File: src/rtl/lin_ptr_pkg.sv
package lin_ptr_pkg;
  typedef enum logic [2:0] {
    AM_OFS      = 3'd0,
    AM_POST_INC = 3'd1,
    AM_POST_DEC = 3'd2,
    AM_PRE_INC  = 3'd3,
    AM_PRE_DEC  = 3'd4
  } am_e;

  typedef enum logic [1:0] {
    RG_BANKED = 2'd0,
    RG_LINEAR = 2'd1,
    RG_PROG   = 2'd2,
    RG_BAD    = 2'd3
  } region_e;
endpackage

File: src/rtl/lin_ptr_agen.sv
module lin_ptr_agen
  import lin_ptr_pkg::*;
#(
  parameter int OFS_W = 6
) (
  input  logic [15:0]      ptr_i,
  input  logic [2:0]       mode_i,
  input  logic [OFS_W-1:0] ofs_i,
  output logic [15:0]      ea_o,
  output logic [15:0]      ptr_nxt_o
);
  logic [15:0] inc, dec, sofs;

  assign inc  = ptr_i + 16'd1;
  assign dec  = ptr_i - 16'd1;
  assign sofs = {{(16-OFS_W){ofs_i[OFS_W-1]}}, ofs_i};

  always_comb begin
    unique case (mode_i)
      AM_POST_INC: begin ea_o = ptr_i; ptr_nxt_o = inc; end
      AM_POST_DEC: begin ea_o = ptr_i; ptr_nxt_o = dec; end
      AM_PRE_INC:  begin ea_o = inc;   ptr_nxt_o = inc; end
      AM_PRE_DEC:  begin ea_o = dec;   ptr_nxt_o = dec; end
      default:     begin ea_o = ptr_i + sofs; ptr_nxt_o = ptr_i; end
    endcase
  end
endmodule

File: src/rtl/lin_ptr_decode.sv
module lin_ptr_decode
  import lin_ptr_pkg::*;
#(
  parameter int NUM_BANKS  = 32,
  parameter int GPR_BYTES  = 80,
  parameter int GPR_BASE   = 32,
  parameter int BANK_BYTES = 128,
  parameter int LIN_BASE   = 8192,
  parameter int RAM_AW     = 13,
  parameter int ROM_AW     = 15
) (
  input  logic [15:0]       ea_i,
  output region_e           region_o,
  output logic [RAM_AW-1:0] ram_addr_o,
  output logic [ROM_AW-1:0] rom_addr_o
);
  localparam int LIN_LEN = NUM_BANKS * GPR_BYTES;

  logic [15:0] lin_idx;
  logic        in_lin, lin_ok;

  assign lin_idx = ea_i - 16'(LIN_BASE);
  assign in_lin  = (ea_i >= 16'(LIN_BASE));
  assign lin_ok  = (32'(lin_idx) < LIN_LEN);

  always_comb begin
    if (ea_i[15])     region_o = RG_PROG;
    else if (!in_lin) region_o = RG_BANKED;
    else if (lin_ok)  region_o = RG_LINEAR;
    else              region_o = RG_BAD;
  end

  // fold linear index onto the general-purpose slice of each bank
  always_comb begin
    if (in_lin)
      ram_addr_o = RAM_AW'((lin_idx / 16'(GPR_BYTES)) * 16'(BANK_BYTES)
                           + 16'(GPR_BASE) + (lin_idx % 16'(GPR_BYTES)));
    else
      ram_addr_o = RAM_AW'(ea_i);
  end

  assign rom_addr_o = ea_i[ROM_AW-1:0];
endmodule

File: src/rtl/lin_ptr_port.sv
module lin_ptr_port
  import lin_ptr_pkg::*;
#(
  parameter int NUM_BANKS  = 32,
  parameter int GPR_BYTES  = 80,
  parameter int GPR_BASE   = 32,
  parameter int BANK_BYTES = 128,
  parameter int LIN_BASE   = 8192,
  parameter int OFS_W      = 6,
  parameter int RAM_AW     = 13,
  parameter int ROM_AW     = 15
) (
  input  logic              clk_i,
  input  logic              rst_ni,
  input  logic              req_i,
  input  logic              we_i,
  input  logic [2:0]        mode_i,
  input  logic [OFS_W-1:0]  ofs_i,
  input  logic [15:0]       ptr_i,
  input  logic [7:0]        wdata_i,
  output logic              ready_o,
  output logic [7:0]        rdata_o,
  output logic              err_o,
  output logic [15:0]       ptr_o,
  output logic [RAM_AW-1:0] ram_addr_o,
  output logic              ram_we_o,
  output logic [7:0]        ram_wdata_o,
  input  logic [7:0]        ram_rdata_i,
  output logic              rom_re_o,
  output logic [ROM_AW-1:0] rom_addr_o,
  input  logic [7:0]        rom_rdata_i
);
  logic [15:0] ea;
  region_e     region;
  logic        is_ram, rom_rd, bad, wait_q;
  logic [7:0]  rd_mux;

  lin_ptr_agen #(.OFS_W(OFS_W)) i_agen (
    .ptr_i    (ptr_i),
    .mode_i   (mode_i),
    .ofs_i    (ofs_i),
    .ea_o     (ea),
    .ptr_nxt_o(ptr_o)
  );

  lin_ptr_decode #(
    .NUM_BANKS (NUM_BANKS),
    .GPR_BYTES (GPR_BYTES),
    .GPR_BASE  (GPR_BASE),
    .BANK_BYTES(BANK_BYTES),
    .LIN_BASE  (LIN_BASE),
    .RAM_AW    (RAM_AW),
    .ROM_AW    (ROM_AW)
  ) i_decode (
    .ea_i      (ea),
    .region_o  (region),
    .ram_addr_o(ram_addr_o),
    .rom_addr_o(rom_addr_o)
  );

  assign is_ram = (region == RG_LINEAR) || (region == RG_BANKED);
  assign rom_rd = req_i && !we_i && (region == RG_PROG);
  assign bad    = (region == RG_BAD) || (we_i && (region == RG_PROG));

  // program read: first cycle issues address, second returns data
  always_ff @(posedge clk_i or negedge rst_ni) begin
    if (!rst_ni) wait_q <= 1'b0;
    else         wait_q <= rom_rd && !wait_q;
  end

  assign ready_o     = req_i && (!rom_rd || wait_q);
  assign err_o       = req_i && bad;
  assign ram_we_o    = req_i && we_i && is_ram;
  assign ram_wdata_o = wdata_i;
  assign rom_re_o    = rom_rd;

  always_comb begin
    unique case (region)
      RG_PROG:   rd_mux = rom_rdata_i;
      RG_BAD:    rd_mux = 8'h00;
      default:   rd_mux = ram_rdata_i;
    endcase
  end

  assign rdata_o = (ready_o && !we_i) ? rd_mux : 8'h00;
endmodule

File: config.mk
export PLATFORM = sky130hd
export DESIGN_NAME = lin_ptr_port
export DESIGN_NICKNAME = d
export VERILOG_FILES = /design/src/rtl/lin_ptr_pkg.sv /design/src/rtl/lin_ptr_agen.sv /design/src/rtl/lin_ptr_decode.sv /design/src/rtl/lin_ptr_port.sv
export SDC_FILE = /design/constraint.sdc
export NUM_CORES = 1
export LEC_CHECK = 0
export BUFFER_PORTS_ARGS = -buffer_cell sky130_fd_sc_hd__buf_2
export CORE_MARGIN = 2
export CORE_UTILIZATION = 50
export DETAILED_ROUTE_END_ITERATION = 8
export GPL_ROUTABILITY_DRIVEN = 0
export HOLD_SLACK_MARGIN = 0.05
export PLACE_DENSITY = 0.76
export SETUP_SLACK_MARGIN = 0.05
export SLEW_MARGIN = 0
export SYNTH_ARGS = -nofsm -noshare
export SYNTH_HDL_FRONTEND = slang
export SYNTH_HIERARCHICAL = 1
export SYNTH_SLANG_ARGS = --single-unit
File: constraint.sdc
create_clock -name clk_i -period 38.9 [get_ports clk_i]
set_input_delay 7.78 -clock clk_i [delete_from_list [all_inputs] [get_ports clk_i]]
set_output_delay 7.78 -clock clk_i [all_outputs]
set_load 0.005 [all_outputs]
After elaboration in Yosys (flattened, before gate mapping)
Cells that the tools add are included.
- output and inout port bits: 64
- logic and storage cells: 45
- register bits after elaboration: 1
- bits of input ports: 53
- multiplexer cells: 8
- eq/ne operators: 7
- magnitude comparators: 2
- add/sub/neg operators: 6
- reduce and logical (&&, ||, !) cells: 19
- div/mod/pow operators: 2
- operator list (operator ; count):
    $pmux W16 S3 ; 1
    $pmux W16 S2 ; 1
    $add A16 B1 Y16 const B ; 1
    $add A16 B16 Y16 ; 1
    $div A16 B7 Y16 const B ; 1
    $ge A16 B14 Y1 const B ; 1
    $lt A16 B12 Y1 const B ; 1
    $mod A16 B7 Y16 const B ; 1
    $pmux W8 S2 ; 1
    $sub A16 B1 Y16 const B ; 1
    $sub A16 B14 Y16 const B ; 1
    $add A13 B13 Y13 ; 1
    $add A13 B6 Y13 const B ; 1
    $mux W13 ; 1
    $logic_and A1 B1 Y1 ; 9
    $mux W8 ; 1
    $eq A3 B2 Y1 const B ; 2
    $mux W2 ; 3
    $reduce_or A2 Y1 ; 3
    $eq A2 B2 Y1 const B ; 2
    $eq A3 B1 Y1 const B ; 1
    $eq A3 B3 Y1 const B ; 1
    $logic_not A1 Y1 ; 3
    $logic_or A1 B1 Y1 ; 3
    other kinds (2) ; 2

Logic depth before layout (Yosys ltp)
- depth after elaboration: 15
- gate-level depth with buffers: 42
- mapped depth without buffers: 36

Cells and area by module
Netlist, hierarchy kept.
- by module, submodules not included (module ; times used ; area an instance (um^2) ; sequential area each (um^2) ; cells each):
    lin_ptr_decode ; 1 ; 2736.4 ; 0.0 ; 395
    lin_ptr_agen ; 1 ; 2224.6 ; 0.0 ; 351
    lin_ptr_port ; 1 ; 387.9 ; 25.0 ; 46

Worst setup path after synthesis
Ideal clock, no wire load.
- path kind: input port to output port
- start point: input ptr_i[7]
- end point: output ram_addr_o[12]
- data required time: 31.120 ns
- path buffers: 5
- data arrival time: 16.038 ns
- setup slack: 15.082 ns
- cell stages on the path: 37
- cells stage by stage: buf_2 > or4_4 > or4b_1 > buf_2 > nor3_1 > xnor2_1 > o221ai_1 > buf_2 > inv_1 > ha_1 > xnor2_2 > mux2_2 > a211o_4 > nor2_8 > o2111ai_2 > and2_1 > buf_2 > a211o_1 > a221oi_4 > mux2i_1 > nor2_1 > and2_1 > buf_2 > o211ai_1 > nor3_4 > mux2_4 > nor2_1 > inv_1 > ha_1 > and3b_1 > o221a_2 > a311oi_1 > a31oi_1 > nor4_1 > o21ai_0 > xnor2_1 > o21ai_1
- word-level cells in the longest chain between the ends: 7
- elaborated cells between the ends (all ways): 11
- classes of those cells: add/sub (6); div (2); order compare (1); mux (2)
- ends and longest elaborated chain (what ; line ; source):
    start, declared ; lin_ptr_port.sv:19 ; input logic [15:0] ptr_i,
    $add A16 B16 Y16, or another cell as far along ; lin_ptr_agen.sv:24 ; default: begin ea_o = ptr_i + sofs; ptr_nxt_o = ptr_i; end
    $pmux W16 S3 (*) ; lin_ptr_agen.sv:19 ; unique case (mode_i)
    named net ea[13] ; lin_ptr_port.sv:33 ; logic [15:0] ea;
    $sub A16 B14 Y16 ; lin_ptr_decode.sv:22 ; assign lin_idx = ea_i - 16'(LIN_BASE);
    $div A16 B7 Y16 ; lin_ptr_decode.sv:36 ; ram_addr_o = RAM_AW'((lin_idx / 16'(GPR_BYTES)) * 16'(BANK_BYTES)
    $add A13 B6 Y13 ; lin_ptr_decode.sv:37 ; + 16'(GPR_BASE) + (lin_idx % 16'(GPR_BYTES)));
    $add A13 B13 Y13 ; lin_ptr_decode.sv:37 ;
    $mux W13 (*) ; lin_ptr_decode.sv:35 ; if (in_lin)
    end, declared ; lin_ptr_port.sv:25 ; output logic [RAM_AW-1:0] ram_addr_o,
Mark *: on every way through the listed nets, which the timed path passes. The rest lies on a longest branch.

Worst setup path after layout
- start point: input ptr_i[0]
- end point: output ram_addr_o[12]
- word-level cells in the longest chain between the ends: 7
- elaborated cells between the ends (all ways): 11
- classes of those cells: add/sub (6); div (2); order compare (1); mux (2)
- ends and longest elaborated chain (what ; line):
    $add A16 B16 Y16, or another cell as far along ; lin_ptr_agen.sv:24
    $pmux W16 S3 (*) ; lin_ptr_agen.sv:19
    $sub A16 B14 Y16 ; lin_ptr_decode.sv:22
    $div A16 B7 Y16 ; lin_ptr_decode.sv:36
    $add A13 B6 Y13 ; lin_ptr_decode.sv:37
    $add A13 B13 Y13 ; lin_ptr_decode.sv:37
    $mux W13 (*) ; lin_ptr_decode.sv:35
Every way passes the cells marked *; elsewhere a longest branch is shown, timed or not.

==> run_results.csv <==
group,metric,value,unit
drt,wl_met1,7.19,mm
critical_path,crit_fanout,14,
die,die_area,0.0115,mm^2
sta,hold_viol,0,
status,outcome,"finished, final reports clean",
synth,yosys_most_used_dff,"dfrtp_1",
drt,routed_wl,15.2,mm
final_layout,syn_to_final_growth,5.01,%
synth,syn_inst,792,
flow_run,drv_cap,0,
critical_path,arrival,17.67,ns
worst_hold_path,holdPathEnd,"wait_q",
critical_path,critPathRequiredTime,31.12,ns
drt,vias,5999,
placement,dp_hpwl,11.8,mm
placement,place_inst,951,
placement,place_area,0.00562,mm^2
final_layout,antenna_cells,0,
final_layout,design_area,0.00562,mm^2
die,num_rows,37,
sta,worst_pin_slew,1.09,ns
drt,wl_per_cell,16.0,um
global_routing,grt_usage,24.9,%
sta,relSlewSlack,26.9,%
drt,route.met2.wl,7.05,mm
critical_path,r2r_start,"wait_q",
synth,synth_compound_area_share,36.1,%
critical_path,cp-start-kind,"input pin",
synth,synth_top_family_by_area,"compound AO/OA/AOI/OAI gates",
synth,syn_avg_cell_area,6.75,um^2
drt,drc_errors,0,
sta,setup_viol_count_final,0,
cts,cts_resized,0,
drt,viasPerCell,6.31,
drt,highest_layer,"met4",
synth,synthXorXnorAreaFrac,11.2,%
synth,post-synth-top-count-cell,"nand2_1",
drt,dr_wl_met3,812,um
synth,yosys-top-cells-count,"74 x nand2_1, 55 x nor2_1, 47 x a21oi_1",
cts,clkTransAtPathRegs,0,ns
synth,synth-seq-cells,1,
placement,numPortBuffers,100,
critical_path,reg2regPathDepth,1,
critical_path,slowest_delay,0.81,ns
sta,skew,0,ns
synth,synth_area_leaders,"xnor2_1 6.5%, ha_1 6.1%, nand2_1 5.2%, a21oi_1 4.4%, o21ai_0 4.3%",
sta,max_freq,39.3,MHz
worst_hold_path,min_path_type,"register to register",
synth,synthAdderAreaFrac,7.20,%
worst_hold_path,hold_path_depth,1,
critical_path,r2r-end,"wait_q",
sta,rsz0062_at_grt,"false",
drt,ant_nets,0,
critical_path,reg2reg_slack,38.21,ns
die,io-pin-count,117,
die,coreArea,0.0104,mm^2
global_routing,grt_pass1_wl,24.7,mm
synth,synthSimpleGateAreaFrac,31.5,%
worst_hold_path,hold_start,"wait_q",
synth,yosysWarnings,6,
sta,period_share,65.4,%
die,start_util,51.6,%
synth,synthArstFlopShare,100,%
synth,synthesis.area,0.00535,mm^2
final_layout,regMostFlops,"wait_q",
global_routing,overflow,0,
synth,syn-num-nets,872,
sta,period_needed,25.45,ns
critical_path,worst_path_max_delay_cell,"xor2_1",
cts,ctsHoldBuffers,0,
global_routing,grt_max_degree,30,
global_routing,antenna_found_initial,0,
synth,synth_edf_count,0,
global_routing,grt_pass1_vias,5124,
critical_path,critPathCaptureType,"output port",
synth,synth_top_area_share,6.55,%
synth,synth_cell_type_count,108,
critical_path,criticalPathCategory,"input pin to output port",
final_layout,top_regs,"wait_q x1",
die,die_y,107,um
final_layout,final_nets,897,
final_layout,drive_gt1_share,20.7,%
drt,firstDrtPassIters,5,
synth,synthMuxAreaShare,2.29,%
cts,cts_setup_buffers,0,
drt,drtIter0Drc,402,
cts,clk_latency,0,ns
sta,maxSlewViolCount,0,
final_layout,largest_register_ffs,1,
synth,ys_seq_area_share,0.468,%
final_layout,fin_cells,951,
die,die_w,107,um
synth,synth_area_leader_cell,"xnor2_1",
sta,tns,0,ns
==> metrics by stage <==
stage / hold WS, ns / setup slack [ns] / utilization (%)
2_1_floorplan: 0.493 / 15.08 / -
3_3_place_gp: 0.524 / 13.91 / 54.2
3_5_place_dp: 0.523 / 13.57 / 54.2
4_1_cts: 0.523 / 13.54 / 54.2
5_1_grt: 0.550 / 12.62 / 54.2
6_report: 0.527 / 13.45 / 54.2
==> worst max-delay path, delay by kind of cell <==
kind / cells / cell delay (ns)
AND/OR/NAND/NOR: 10 / 3.26
buffers and inverters: 5 / 0.58
XOR/XNOR: 3 / 1.10
AO/OA/AOI/OAI: 14 / 3.39
adder cells (fa/ha/maj): 3 / 0.88
multiplexers: 2 / 0.66
==> routing by layer <==
metal / track usage (%) / vias to the layer above
met4: 3.57 / 0
met2: 41.8 / 224
met3: 0.605 / 16
met1: 36.3 / 2738
met5: 0 / -
li1: - / 3021
==> logic make-up after synthesis <==
group / after synthesis
mux: 11
flops: 1
simple gates: 307
xor+xnor: 65
compound gates: 264
fa+ha+maj: 31
buf+inv: 113
==> final cells by class <==
type,count,area [um^2]
Fill cell,1068,4750
Multi-Input combinational cell,678,4750
Timing Repair Buffer,110,576
Tap cell,136,170
Inverter,26,97.6
Sequential cell,1,25.0
==> cell usage in the layout (no fill, tap or decap), types with 6 or more instances in the layout <==
master,synthesis,layout
a211oi_1,16,16
a21o_1,6,6
a21oi_1,47,47
a311oi_1,7,6
a31oi_1,18,18
and2_1,7,7
and3_1,8,8
buf_2,13,100
buf_4,28,10
ha_1,26,26
inv_1,26,26
mux2i_1,7,7
nand2_1,74,74
nand2b_1,10,10
nand2b_2,8,8
nand3_1,36,36
nand3b_1,10,10
nand4_1,10,10
nor2_1,55,55
nor3_1,25,25
nor4_1,8,8
o211ai_1,11,11
o21ai_0,46,46
o21ai_1,10,10
o21bai_1,6,6
o22ai_1,10,10
o31ai_1,9,9
or3_1,10,10
xnor2_1,40,40
xor2_1,22,22
==> worst max-delay path by stage <==
stage,to,start
after floorplan,ram_addr_o[12],ptr_i[7]
after global placement,ram_addr_o[12],ptr_i[0]
after detailed placement,ram_addr_o[12],ptr_i[0]
after CTS,ram_addr_o[12],ptr_i[0]
after global routing,ram_addr_o[10],ptr_i[0]
final,ram_addr_o[12],ptr_i[0]
Power is left out: the tool's default activity adds up to more than one toggle a clock period on the data nets, which glitch-free logic cannot reach.
